===== config.mk =====
export PLATFORM = sky130hd
export DESIGN_NAME = irq_level_arbiter
export DESIGN_NICKNAME = d
export VERILOG_FILES = /design/src/rtl/irqarb_pkg.sv /design/src/rtl/irqarb_prio_regs.sv /design/src/rtl/irqarb_select.sv /design/src/rtl/irqarb_accept.sv /design/src/rtl/irq_level_arbiter.sv
export SDC_FILE = /design/constraint.sdc
export NUM_CORES = 1
export LEC_CHECK = 0
export BUFFER_PORTS_ARGS = -buffer_cell sky130_fd_sc_hd__buf_2
export CAP_MARGIN = 25
export CORE_ASPECT_RATIO = 1.25
export CORE_MARGIN = 5
export CORE_UTILIZATION = 46
export CTS_CLUSTER_DIAMETER = 200
export CTS_CLUSTER_SIZE = 28
export DETAILED_ROUTE_END_ITERATION = 10
export PLACE_DENSITY = 0.78
export SLEW_MARGIN = 20
export SYNTH_ARGS = -nofsm -noshare
export SYNTH_HDL_FRONTEND = slang
export SYNTH_HIERARCHICAL = 1
export SYNTH_SLANG_ARGS = --single-unit
export TNS_END_PERCENT = 30

===== constraint.sdc =====
create_clock -name clk -period 37.3 [get_ports clk]
set_input_delay 3.73 -clock clk [delete_from_list [all_inputs] [get_ports clk]]
set_output_delay 3.73 -clock clk [all_outputs]
set_load 0.03 [all_outputs]

===== src/rtl/irqarb_pkg.sv =====
package irqarb_pkg;

    localparam int NUM_FACTORS = 15;
    localparam int NUM_GROUPS  = 5;
    localparam int GROUP_W     = $clog2(NUM_GROUPS);
    localparam int LVL_W       = 3;
    localparam int ADDR_W      = 24;
    localparam int FIRST_SLOT  = 3;
    localparam int NMI_SLOT    = 2;
    localparam logic [LVL_W-1:0] NMI_LEVEL = 3'd4;
    localparam logic [1:0]       NMI_MASK  = 2'd3;

    typedef logic [1:0] prio_t;

    typedef struct packed {
        logic              valid;
        logic [LVL_W-1:0]  level;
        logic [ADDR_W-1:0] vector;
    } win_t;

    // fixed factor-to-group membership
    function automatic int group_of(input int f);
        if (f < 2)       return 0;
        else if (f < 5)  return 1;
        else if (f < 8)  return 2;
        else if (f < 11) return 3;
        else             return 4;
    endfunction

    function automatic logic [ADDR_W-1:0] vector_of(input int slot);
        return ADDR_W'(2 * slot);
    endfunction

    function automatic logic admits(input logic [LVL_W-1:0] lvl, input logic [1:0] mask);
        return lvl > {1'b0, mask};
    endfunction

    function automatic logic [1:0] mask_after(input logic [LVL_W-1:0] lvl);
        return (lvl == NMI_LEVEL) ? NMI_MASK : lvl[1:0];
    endfunction

endpackage


===== src/rtl/irqarb_prio_regs.sv =====
module irqarb_prio_regs
    import irqarb_pkg::*;
#(
    parameter int N_GRP = NUM_GROUPS,
    parameter int SEL_W = GROUP_W
) (
    input  logic                         clk,
    input  logic                         rst,
    input  logic                         we,
    input  logic [SEL_W-1:0]             sel,
    input  prio_t                        wdata,
    output logic [N_GRP-1:0][1:0]        prio_q
);

    for (genvar g = 0; g < N_GRP; g++) begin : g_grp
        localparam logic [SEL_W-1:0] IDX = SEL_W'(g);
        always_ff @(posedge clk) begin
            if (rst)
                prio_q[g] <= 2'd0;
            else if (we && sel == IDX)
                prio_q[g] <= wdata;
        end
    end

    p_prio_clear_r1: assert property (@(posedge clk) disable iff (rst)
        $past(rst) |-> prio_q == '0);

    p_prio_hold_r11: assert property (@(posedge clk) disable iff (rst)
        (!$past(we) && !$past(rst)) |-> $stable(prio_q));

endmodule


===== src/rtl/irqarb_select.sv =====
module irqarb_select
    import irqarb_pkg::*;
#(
    parameter int N_FAC = NUM_FACTORS,
    parameter int N_GRP = NUM_GROUPS
) (
    input  logic [N_FAC-1:0]      flags,
    input  logic [N_FAC-1:0]      enables,
    input  logic                  nmi,
    input  logic [1:0]            mask,
    input  logic [N_GRP-1:0][1:0] prio,
    output win_t                  win
);

    logic [LVL_W-1:0]  lvl_f [N_FAC];
    logic [ADDR_W-1:0] vec_f [N_FAC];
    logic [N_FAC-1:0]  elig;

    for (genvar i = 0; i < N_FAC; i++) begin : g_fac
        localparam int G = group_of(i);
        localparam logic [ADDR_W-1:0] VEC = vector_of(FIRST_SLOT + i);
        assign lvl_f[i] = {1'b0, prio[G]};
        assign vec_f[i] = VEC;
        // level 0 never passes admits(), so it acts as disabled
        assign elig[i]  = flags[i] && enables[i] && admits(lvl_f[i], mask);
    end

    always_comb begin
        win = '0;
        // walk from the top slot downwards; >= lets the lower vector take ties
        for (int i = N_FAC - 1; i >= 0; i--) begin
            if (elig[i] && (!win.valid || lvl_f[i] >= win.level)) begin
                win.valid  = 1'b1;
                win.level  = lvl_f[i];
                win.vector = vec_f[i];
            end
        end
        if (nmi) begin
            win.valid  = 1'b1;
            win.level  = NMI_LEVEL;
            win.vector = vector_of(NMI_SLOT);
        end
    end

endmodule


===== src/rtl/irqarb_accept.sv =====
module irqarb_accept
    import irqarb_pkg::*;
(
    input  logic              clk,
    input  logic              rst,
    input  win_t              req,
    input  logic              ack,
    output logic              pulse,
    output logic [LVL_W-1:0]  level,
    output logic [ADDR_W-1:0] vector,
    output logic [1:0]        mask
);

    logic take;
    assign take = ack && req.valid && !pulse;

    always_ff @(posedge clk) begin
        if (rst) begin
            pulse  <= 1'b0;
            level  <= '0;
            vector <= '0;
            mask   <= '0;
        end else begin
            pulse <= take;
            if (take) begin
                level  <= req.level;
                vector <= req.vector;
                mask   <= mask_after(req.level);
            end
        end
    end

    p_ack_qualified_r8: assert property (@(posedge clk) disable iff (rst)
        pulse |-> ($past(ack) && $past(req.valid)));

    p_single_pulse_r8: assert property (@(posedge clk) disable iff (rst)
        pulse |=> !pulse);

    p_carries_request_r8: assert property (@(posedge clk) disable iff (rst)
        pulse |-> (level == $past(req.level) && vector == $past(req.vector)));

    p_nmi_mask_r9: assert property (@(posedge clk) disable iff (rst)
        (pulse && level == NMI_LEVEL) |-> mask == 2'd3);

    p_maskable_mask_r9: assert property (@(posedge clk) disable iff (rst)
        (pulse && level != NMI_LEVEL) |-> {1'b0, mask} == level);

endmodule


===== src/rtl/irq_level_arbiter.sv =====
module irq_level_arbiter
    import irqarb_pkg::*;
#(
    parameter int N_FAC = NUM_FACTORS,
    parameter int N_GRP = NUM_GROUPS,
    parameter int SEL_W = GROUP_W
) (
    input  logic              clk,
    input  logic              rst,
    input  logic              prio_we,
    input  logic [SEL_W-1:0]  prio_sel,
    input  logic [1:0]        prio_wdata,
    input  logic [N_FAC-1:0]  factor_flags,
    input  logic [N_FAC-1:0]  factor_en,
    input  logic              nmi_flag,
    input  logic [1:0]        cpu_mask,
    input  logic              cpu_ack,
    output logic              irq_req,
    output logic [LVL_W-1:0]  irq_level,
    output logic [ADDR_W-1:0] irq_vector,
    output logic              acc_pulse,
    output logic [LVL_W-1:0]  acc_level,
    output logic [ADDR_W-1:0] acc_vector,
    output logic [1:0]        acc_mask
);

    logic [N_GRP-1:0][1:0] prio;
    win_t                  win_d;
    win_t                  win_q;

    irqarb_prio_regs #(.N_GRP(N_GRP), .SEL_W(SEL_W)) u_regs (
        .clk    (clk),
        .rst    (rst),
        .we     (prio_we),
        .sel    (prio_sel),
        .wdata  (prio_wdata),
        .prio_q (prio)
    );

    irqarb_select #(.N_FAC(N_FAC), .N_GRP(N_GRP)) u_sel (
        .flags   (factor_flags),
        .enables (factor_en),
        .nmi     (nmi_flag),
        .mask    (cpu_mask),
        .prio    (prio),
        .win     (win_d)
    );

    always_ff @(posedge clk) begin
        if (rst) win_q <= '0;
        else     win_q <= win_d;
    end

    assign irq_req    = win_q.valid;
    assign irq_level  = win_q.level;
    assign irq_vector = win_q.vector;

    irqarb_accept u_acc (
        .clk    (clk),
        .rst    (rst),
        .req    (win_q),
        .ack    (cpu_ack),
        .pulse  (acc_pulse),
        .level  (acc_level),
        .vector (acc_vector),
        .mask   (acc_mask)
    );

    p_above_mask_r2: assert property (@(posedge clk) disable iff (rst)
        (irq_req && irq_level != NMI_LEVEL) |-> irq_level > {1'b0, $past(cpu_mask)});

    p_nmi_always_r3: assert property (@(posedge clk) disable iff (rst)
        (!$past(rst) && $past(nmi_flag)) |->
            (irq_req && irq_level == NMI_LEVEL && irq_vector == ADDR_W'(4)));

    p_no_level0_r4: assert property (@(posedge clk) disable iff (rst)
        irq_req |-> irq_level != '0);

    p_enabled_source_r7: assert property (@(posedge clk) disable iff (rst)
        (irq_req && irq_level != NMI_LEVEL) |-> ($past(factor_flags & factor_en) != '0));

endmodule


### Word-level counts from Yosys, hierarchy flattened

Index checks and enable logic that the tools add are counted.

| storage, ports and cells | value |
|---|---|
| input bits | 42 |
| flip-flop bits (word level) | 68 |
| output and inout port bits | 58 |
| logic and storage cells | 145 |

| cells by class | value |
|---|---|
| eq/ne operators | 5 |
| $lt $le $gt $ge | 19 |
| mux-type cells | 17 |
| reduce and logical (&&, ||, !) cells | 86 |

Operators with widths:

| operator | number |
|---|---|
| 2-to-1 mux 28 bit | 16 |
| logical AND 1 bit | 51 |
| greater-or-equal comparator 2 x 3 -> 1 bit | 14 |
| OR reduction 16 bit | 1 |
| logical NOT 1 bit | 15 |
| OR reduction 15 bit | 1 |
| logical OR 1 bit | 14 |
| greater-than comparator 2 bit | 5 |
| OR reduction 7 bit | 1 |
| equality test 3 x 2 -> 1 bit, second input constant | 2 |
| equality test 3 bit, second input constant | 2 |
| equality test 3 x 1 -> 1 bit, second input constant | 1 |
| logical NOT 3 bit | 1 |
| OR reduction 3 bit | 1 |
| 2-to-1 mux 2 bit | 1 |
| OR reduction 2 bit | 1 |

### Depth between registers and ports, before layout

Gate-level depths: netlist of the first run.

| depth | value |
|---|---|
| word-level depth | 60 |
| depth in mapped cells | 75 |
| mapped depth without buffers | 75 |

### Hierarchy

The synthesis of the first run kept the hierarchy.

By module, submodules not included:

| module | area each (um^2) | cells each | sequential area each (um^2) | times used |
|---|---|---|---|---|
| irqarb_select | 1,941.9 | 266 | 0.0 | 1 |
| irqarb_accept | 1,073.5 | 130 | 600.6 | 1 |
| irq_level_arbiter | 778.2 | 58 | 560.5 | 1 |
| irqarb_prio_regs | 445.4 | 38 | 200.2 | 1 |

### Worst setup path before layout of the first run

No wires, ideal clock.

| timing | value |
|---|---|
| path type | input to register |
| start point | in cpu_mask[1] |
| end point | reg win_q (netlist bit irq_vector[5]) |
| buffers on the path | 0 |
| required time | 37,235 ps |
| setup time | 65 ps |
| arrival time | 18,865 ps |
| stages | 72 |
| path slack | 18,370 ps |
| cells stage by stage | inv_1 > ha_1 > and2b_1 > o21ai_2 > nor3_1 > ha_1 > nor2b_1 > maj3_2 > a311oi_4 > mux2_2 > ha_1 > and4b_1 > a2111oi_1 > o31a_1 > mux2_2 > ha_1 > nand2b_1 > o221ai_1 > [36 not listed] > a21oi_1 > a211oi_1 > o21ai_0 > o2bb2ai_1 > ha_1 > a21oi_1 > a21oi_1 > nor2_1 > o21ai_0 > o211ai_1 > ha_1 > nand2b_1 > a21oi_1 > a21oi_1 > or2_2 > or4_4 > nor4_2 > nor2b_1 |

| between the ends | value |
|---|---|
| longest elaborated chain between the ends | 59 |
| elaborated cells between the ends (all ways) | 91 |
| those cells by class | order compare: 19; mux: 14; reduce/logical: 58 |

RTL lines:

| what | RTL line | source |
|---|---|---|
| start, declared | irq_level_arbiter.sv:16 | `input logic [1:0] cpu_mask,` |
| greater-than comparator 2 bit | irqarb_pkg.sv:35 | `return lvl > {1'b0, mask};` |
| logical AND 1 bit | irqarb_select.sv:25 | `assign elig[i] = flags[i] && enables[i] && admits(lvl_f[i], mask);` |
| 2-to-1 mux 28 bit | irqarb_select.sv:32 | `if (elig[i] && (!win.valid \|\| lvl_f[i] >= win.level)) begin` |
| greater-or-equal comparator 2 x 3 -> 1 bit / logical NOT 1 bit (equally long branches) | irqarb_select.sv:32 |  |
| logical OR 1 bit | irqarb_select.sv:32 |  |
| logical AND 1 bit | irqarb_select.sv:32 |  |
| 2-to-1 mux 28 bit | irqarb_select.sv:32 |  |
| greater-or-equal comparator 2 x 3 -> 1 bit / logical NOT 1 bit (equally long branches) | irqarb_select.sv:32 |  |
| [43 not listed] | n/a |  |
| greater-or-equal comparator 2 x 3 -> 1 bit / logical NOT 1 bit (equally long branches) | irqarb_select.sv:32 |  |
| logical OR 1 bit | irqarb_select.sv:32 |  |
| logical AND 1 bit | irqarb_select.sv:32 |  |
| 2-to-1 mux 28 bit | irqarb_select.sv:32 |  |
| greater-or-equal comparator 2 x 3 -> 1 bit / logical NOT 1 bit (equally long branches) | irqarb_select.sv:32 |  |
| logical OR 1 bit | irqarb_select.sv:32 |  |
| logical AND 1 bit | irqarb_select.sv:32 |  |
| OR reduction 15 bit (no line) | n/a |  |
| end signal, assigned | irq_level_arbiter.sv:51 | `else win_q <= win_d;` |
| end, declared | irq_level_arbiter.sv:29 | `win_t win_q;` |

Parallel ways exist; a longest one is shown, timed or not.
A chain may end at the register's enable or synchronous reset.

### Final worst setup path of the first run

Ends and elaborated chain as after synthesis.

==> results of run 1 <==
[cells by family after synthesis]
family	Yosys count	synth area share (%)
muxes	15	3.66
AOI/OAI and AO/OA	120	21.6
and+or+nand+nor	210	27.0
other	1	0.0885
adders and majority gates	28	8.21
DFF	68	32.1
buffers and inverters	50	7.32
[per-stage QoR]
step           total power [uW]  util [%]  cells
4_1_cts                     203      55.6    713
5_1_grt                     210      55.6    713
6_report                    201      55.6    713
3_3_place_gp                111      51.8    697
2_1_floorplan               104         -    510
3_5_place_dp                112      52.0    698
[tightest hold or removal path: cells and delay by family (launching register included)]
kind            cells  cell delay, ns
compound gates      1            0.05
simple gates        1            0.05
flops               1            0.30
[flip-flops by register name, summed over array words and instances, names as in the netlist]
register / flops
irq_req: 1
u_acc/mask: 2
u_acc/pulse: 1
irq_level: 3
irq_vector: 24
u_acc/level: 3
u_regs/prio_q: 10
u_acc/vector: 24
[layer usage]
metal	up-vias	global-route usage [%]	share of wire (%)	wire length (microns)
met4	0	10.4	3.0	302
met5	-	0	0	0
li1	1893	-	-	-
met2	137	31.6	52	5140
met1	1740	19.5	39	3840
met3	26	3.71	6.4	630
[area by class of cell]
| cell class | instances | area, sq um | share of cell area (%) |
|---|---|---|---|
| inverters | 15 | 56.3 | 1.12 |
| clock buffers | 11 | 253 | 5.01 |
| well taps | 123 | 154 | 3.05 |
| repair buffers | 100 | 513 | 10.2 |
| multi-input cells | 392 | 2640 | 52.2 |
| flip-flops and latches | 68 | 1360 | 27.0 |
| clock inverters | 4 | 72.6 | 1.44 |
[worst max path at each step]
stage                                     endpoint  cells past startpoint  slack, ns
after floorplan           irq_vector[5]$_SDFF_PP0_                     72      18.37
after global placement    irq_vector[5]$_SDFF_PP0_                     73      16.83
after detailed placement  irq_vector[5]$_SDFF_PP0_                     72      16.23
after CTS                 irq_vector[5]$_SDFF_PP0_                     72      16.48
after global routing      irq_vector[5]$_SDFF_PP0_                     73      14.94
final                     irq_vector[5]$_SDFF_PP0_                     73      16.32
[where the power goes]
group	switching, uW	internal [uW]	total (uW)
logic	21.2	12.4	33.6
clock network	27.7	61.5	89.3
registers	1.90	75.7	77.6
total	50.9	150	201
[cell usage in the layout (no fill, tap or decap), types with 11 or more instances in the layout]
master,Yosys,final
ha_1,26,26
buf_2,2,98
nand2b_1,23,23
nand3_1,11,11
nor2_1,22,22
dfxtp_1,68,68
inv_1,14,14
nor2b_1,28,28
nand2_1,79,79
mux2i_1,11,11
conb_1,1,19
a21oi_1,48,48
==> metrics, run 1 <==
layout cells sized above 1=27.3%; number of global-route vias before repair=3,796; Least-Margin Pin Slew=0.889 ns; Routed wire per std cell=13.9 microns; post-route fraction of the period consumed by the critical path=56.2%; leading cell types by total area after synthesis=dfxtp_1, ha_1, nand2_1; count of unresolved DRC violations after routing=0; register-to-register setup slack=19.50 ns; boundary pin count=100; Clock Sinks=68; Diodes inserted=0; Worst Path Arrival=21.23 ns; Achievable Freq=47.7 MHz; Crit Reg-Reg Startpoint=u_regs/prio_q[9]$_SDFFE_PP0P_; worst setup path startpoint=cpu_mask[1]; required time of the worst setup path=37.55 ns; leakage=0.00221 uW; flip-flop and latch count after synthesis=68; hold-critical path depth=2; Commonest cells post-synth=nand2_1, dfxtp_1, a21oi_1; largest clock skew in the final design=0.00457 ns; Main synth FF type=dfxtp_1; number of nets in the final layout=654; unrepaired setup endpoints after global routing=false; Final Routed Wirelength=9.91 mm; portion of the post-synthesis area used by sequential elements=32.1%; ANT nets after route=0; kind of critical path=input port to register; maximum VDD drop=0.0000242 V; via count=3,796; setup violators final=0; cell taking the most area after synthesis=dfxtp_1; classification of the worst-slack hold path=register to register; critical-path maximum fanout=10; post-synth top area share=32.1%; share of flip-flops with an asynchronous set or reset=0%; HP Start=irq_vector[17]$_SDFF_PP0_; clock-pin transition on the worst setup and hold timing paths=0.05 ns; Final TNS setup=0 ns; antenna violations before repair=0; TritonRoute pass-1 iters=4; number of buffer cells added on primary ports=99; number of unique standard cell types used by synthesis=79; Setup crit end kind=register; run status=finished clean; startpoint types=input port; area added between synthesis and finish=19.0%; Register-to-Register Path Depth=71; Die Height=117 microns; Mapped Area=4240 sq um; full die area=11,200 sq um; final setup margin=16.32 ns; detailed placement HPWL=7.85 mm; worst slew slack as a fraction of its limit=40.3%; worst r2r dst=irq_vector[5]$_SDFF_PP0_; maxcap violations=0; Post-synth EDFFs=0; Resized Gates After CTS=0; area of the core region=9080 sq um; number of warnings printed during yosys synthesis=6; final global-route overflow total=0; clock root buffer=clkbuf_16; most frequently used cell type in the post-synthesis netlist=nand2_1; number of buffers inserted by post-CTS setup repair=0; gate count of the mapped netlist=492; overall track demand over capacity in global routing=18.0%; placement-stage cell area=4720 sq um; number of max-slew violations in the final report=0; wire length of the first global-routing pass=16.6 mm; TritonCTS buffer count=9; Skew-Pair Late Insertion Delay=0.32 ns; cell mode on critical path=ha_1; highest-delay cell along the critical path=a211oi_1; power density of the placed cells=39.7 nW/um^2; Starting DRT DRC Count=225; Filler Cell Count=855; post-synthesis average cell area=8.62 sq um; time the worst path needs with I/O delays and setup=20.98 ns; Cell Rows=39; die extent in x=95.9 microns; H-tree lvl count=3; count of endpoints failing hold in the final timing report=0; gp weighted congestion=0.912; Vias/cell=5.32; number of buffer and inverter stages on the critical path=2; worst stage delay on the critical path=0.59 ns; destination of the worst hold path=u_acc/vector[17]$_SDFFE_PP0P_; DP Worst Slack=16.23 ns; Min Hold Slack=0.446 ns; Starting Density=46.7%; number of buffers between clock root and the deepest sink=2; Hold Buf Count CTS=0; maximum number of pins on one net before global-route repair=71; finished layout cell area=5040 sq um; clock tree from TritonCTS=built; kind of cell adding the most delay to the critical path=compound AO/OA/AOI/OAI gates
(Power assumes the default switching activity.)
==> inputs of run 2 (changes only) <==
PLACE_DENSITY = 0.81   (was 0.78)
clock period = 17.9 ns   (was 37.3 ns; I/O delays follow)
==> metrics, run 2 (synthesis results as in run 1) <==
Cell Rows=39; layout cells sized above 1=29.6%; Die Height=117 microns; startpoint types=input port; most frequent cells in the layout=buf_2, nand2_1, dfxtp_1; post-route fraction of the period consumed by the critical path=93.8%; largest clock skew in the final design=0.00402 ns; Least-Margin Pin Slew=0.983 ns; worst stage delay on the critical path=0.45 ns; count of unresolved DRC violations after routing=0; Min Hold Slack=0.447 ns; required time of the worst setup path=18.15 ns; Routed wire per std cell=14.3 microns; Starting DRT DRC Count=191; maxcap violations=0; number of buffers between clock root and the deepest sink=2; highest-delay cell along the critical path=a2111o_1; Starting Density=46.7%; Final TNS setup=0 ns; maximum number of pins on one net before global-route repair=71; H-tree lvl count=3; Hold Buf Count CTS=0; fraction of power spent switching nets=26.3%; critical-path maximum fanout=6; classification of the worst-slack hold path=register to register; setup violators final=0; overall track demand over capacity in global routing=18.3%; boundary pin count=100; Filler Cell Count=826; via count=3,871; cell mode on critical path=ha_1; leakage=0.00227 uW; kind of critical path=input port to register; Diodes inserted=0; TritonCTS buffer count=9; number of global-route vias before repair=3,679; register area=1360 sq um; full die area=11,200 sq um; switching power summed over all nets=107 uW; run status=finished clean; time the worst path needs with I/O delays and setup=16.78 ns; power density of the placed cells=78.7 nW/um^2; detailed placement HPWL=7.94 mm; Setup crit end kind=register; antenna violations before repair=0; Final Routed Wirelength=10.3 mm; wire length of the first global-routing pass=16.8 mm; area of the core region=9080 sq um; number of nets in the final layout=667; die extent in x=95.9 microns; maximum VDD drop=0.0000428 V; Vias/cell=5.34; number of buffer cells added on primary ports=99; Worst Path Arrival=17.04 ns; finished layout cell area=5160 sq um; clock network fraction of design power=42.0%; final global-route overflow total=0; Skew-Pair Late Insertion Delay=0.32 ns; TritonRoute pass-1 iters=4; Achievable Freq=59.6 MHz; area added between synthesis and finish=21.8%; clock tree from TritonCTS=built; cell internal power dissipation=299 uW; fraction of power consumed by combinational cells=18.2%; placement-stage cell area=4800 sq um; final setup margin=1.12 ns; Clock Sinks=68; count of endpoints failing hold in the final timing report=0; DP Worst Slack=-0.119 ns; worst slew slack as a fraction of its limit=34.0%; Seq pwr share=39.8%; ANT nets after route=0; clock-pin transition on the worst setup and hold timing paths=0.05 ns; most common cell after layout, fill and taps aside=buf_2; clock root buffer=clkbuf_16; combined area of the multi-input logic cells=2680 sq um; number of max-slew violations in the final report=0; gp weighted congestion=0.892
==> run 2: worst max-delay path, delay by kind of cell <==
kind	cells	cell delay [ns]
compound gates	30	5.89
simple gates	26	4.05
fa+ha+maj	13	3.55
mux	4	1.60
buf+inv	2	0.12
==> run 2: area by class of cell <==
cell class,instances,share of cell area [%]
Tap cell,123,2.98
Sequential cell,68,26.4
Timing Repair Buffer,113,12.0
Clock inverter,2,0.679
Multi-Input combinational cell,392,51.9
Clock buffer,12,4.97
Inverter,15,1.09
==> run 2: power by group through the flow <==
| stage | sequential (uW) | combinational (uW) | clock (uW) |
|---|---|---|---|
| 2_1_floorplan | 175 | 42.2 | 0 |
| 3_3_place_gp | 164 | 69.0 | 0 |
| 3_5_place_dp | 165 | 71.5 | 0 |
| 4_1_cts | 162 | 71.9 | 174 |
| 5_1_grt | 162 | 80.5 | 180 |
| 6_report | 162 | 73.9 | 170 |
==> run 2: timing repair <==
item                       in CTS  in global routing
setup endpoints to repair       0                  7
resized for setup               0                 10
setup buffers                   0                  4
==> run 2: path summary, 6_finish.rpt <==
kind / startpoint / end / slack (ns) / cells past startpoint
worst max-delay path: cpu_mask[1] / irq_vector[5]$_SDFF_PP0_ / 1.12 / 75
worst min-delay path: u_acc/vector[17]$_SDFFE_PP0P_ / u_acc/vector[17]$_SDFFE_PP0P_ / 0.45 / 2
worst max register to register: u_regs/prio_q[8]$_SDFFE_PP0P_ / irq_vector[5]$_SDFF_PP0_ / 2.23 / 74
worst min register to register: u_acc/vector[17]$_SDFFE_PP0P_ / u_acc/vector[17]$_SDFFE_PP0P_ / 0.45 / 2
==> run 2: per-stage QoR <==
stage | utilization [%] | total power [uW] | std cells
after detailed placement | 52.9 | 236 | 707
final | 56.9 | 406 | 725
after global routing | 56.9 | 423 | 725
after global placement | 52.6 | 233 | 706
after CTS | 56.1 | 408 | 721
after floorplan | - | 217 | 510
==> run 2: per-layer routing <==
layer / GRT usage, % / vias up / routed length, microns
met5: 0 / - / 0
met4: 8.63 / 0 / 267
met3: 2.43 / 27 / 649
met2: 32.0 / 132 / 5150
met1: 21.3 / 1793 / 4270
li1: - / 1919 / -
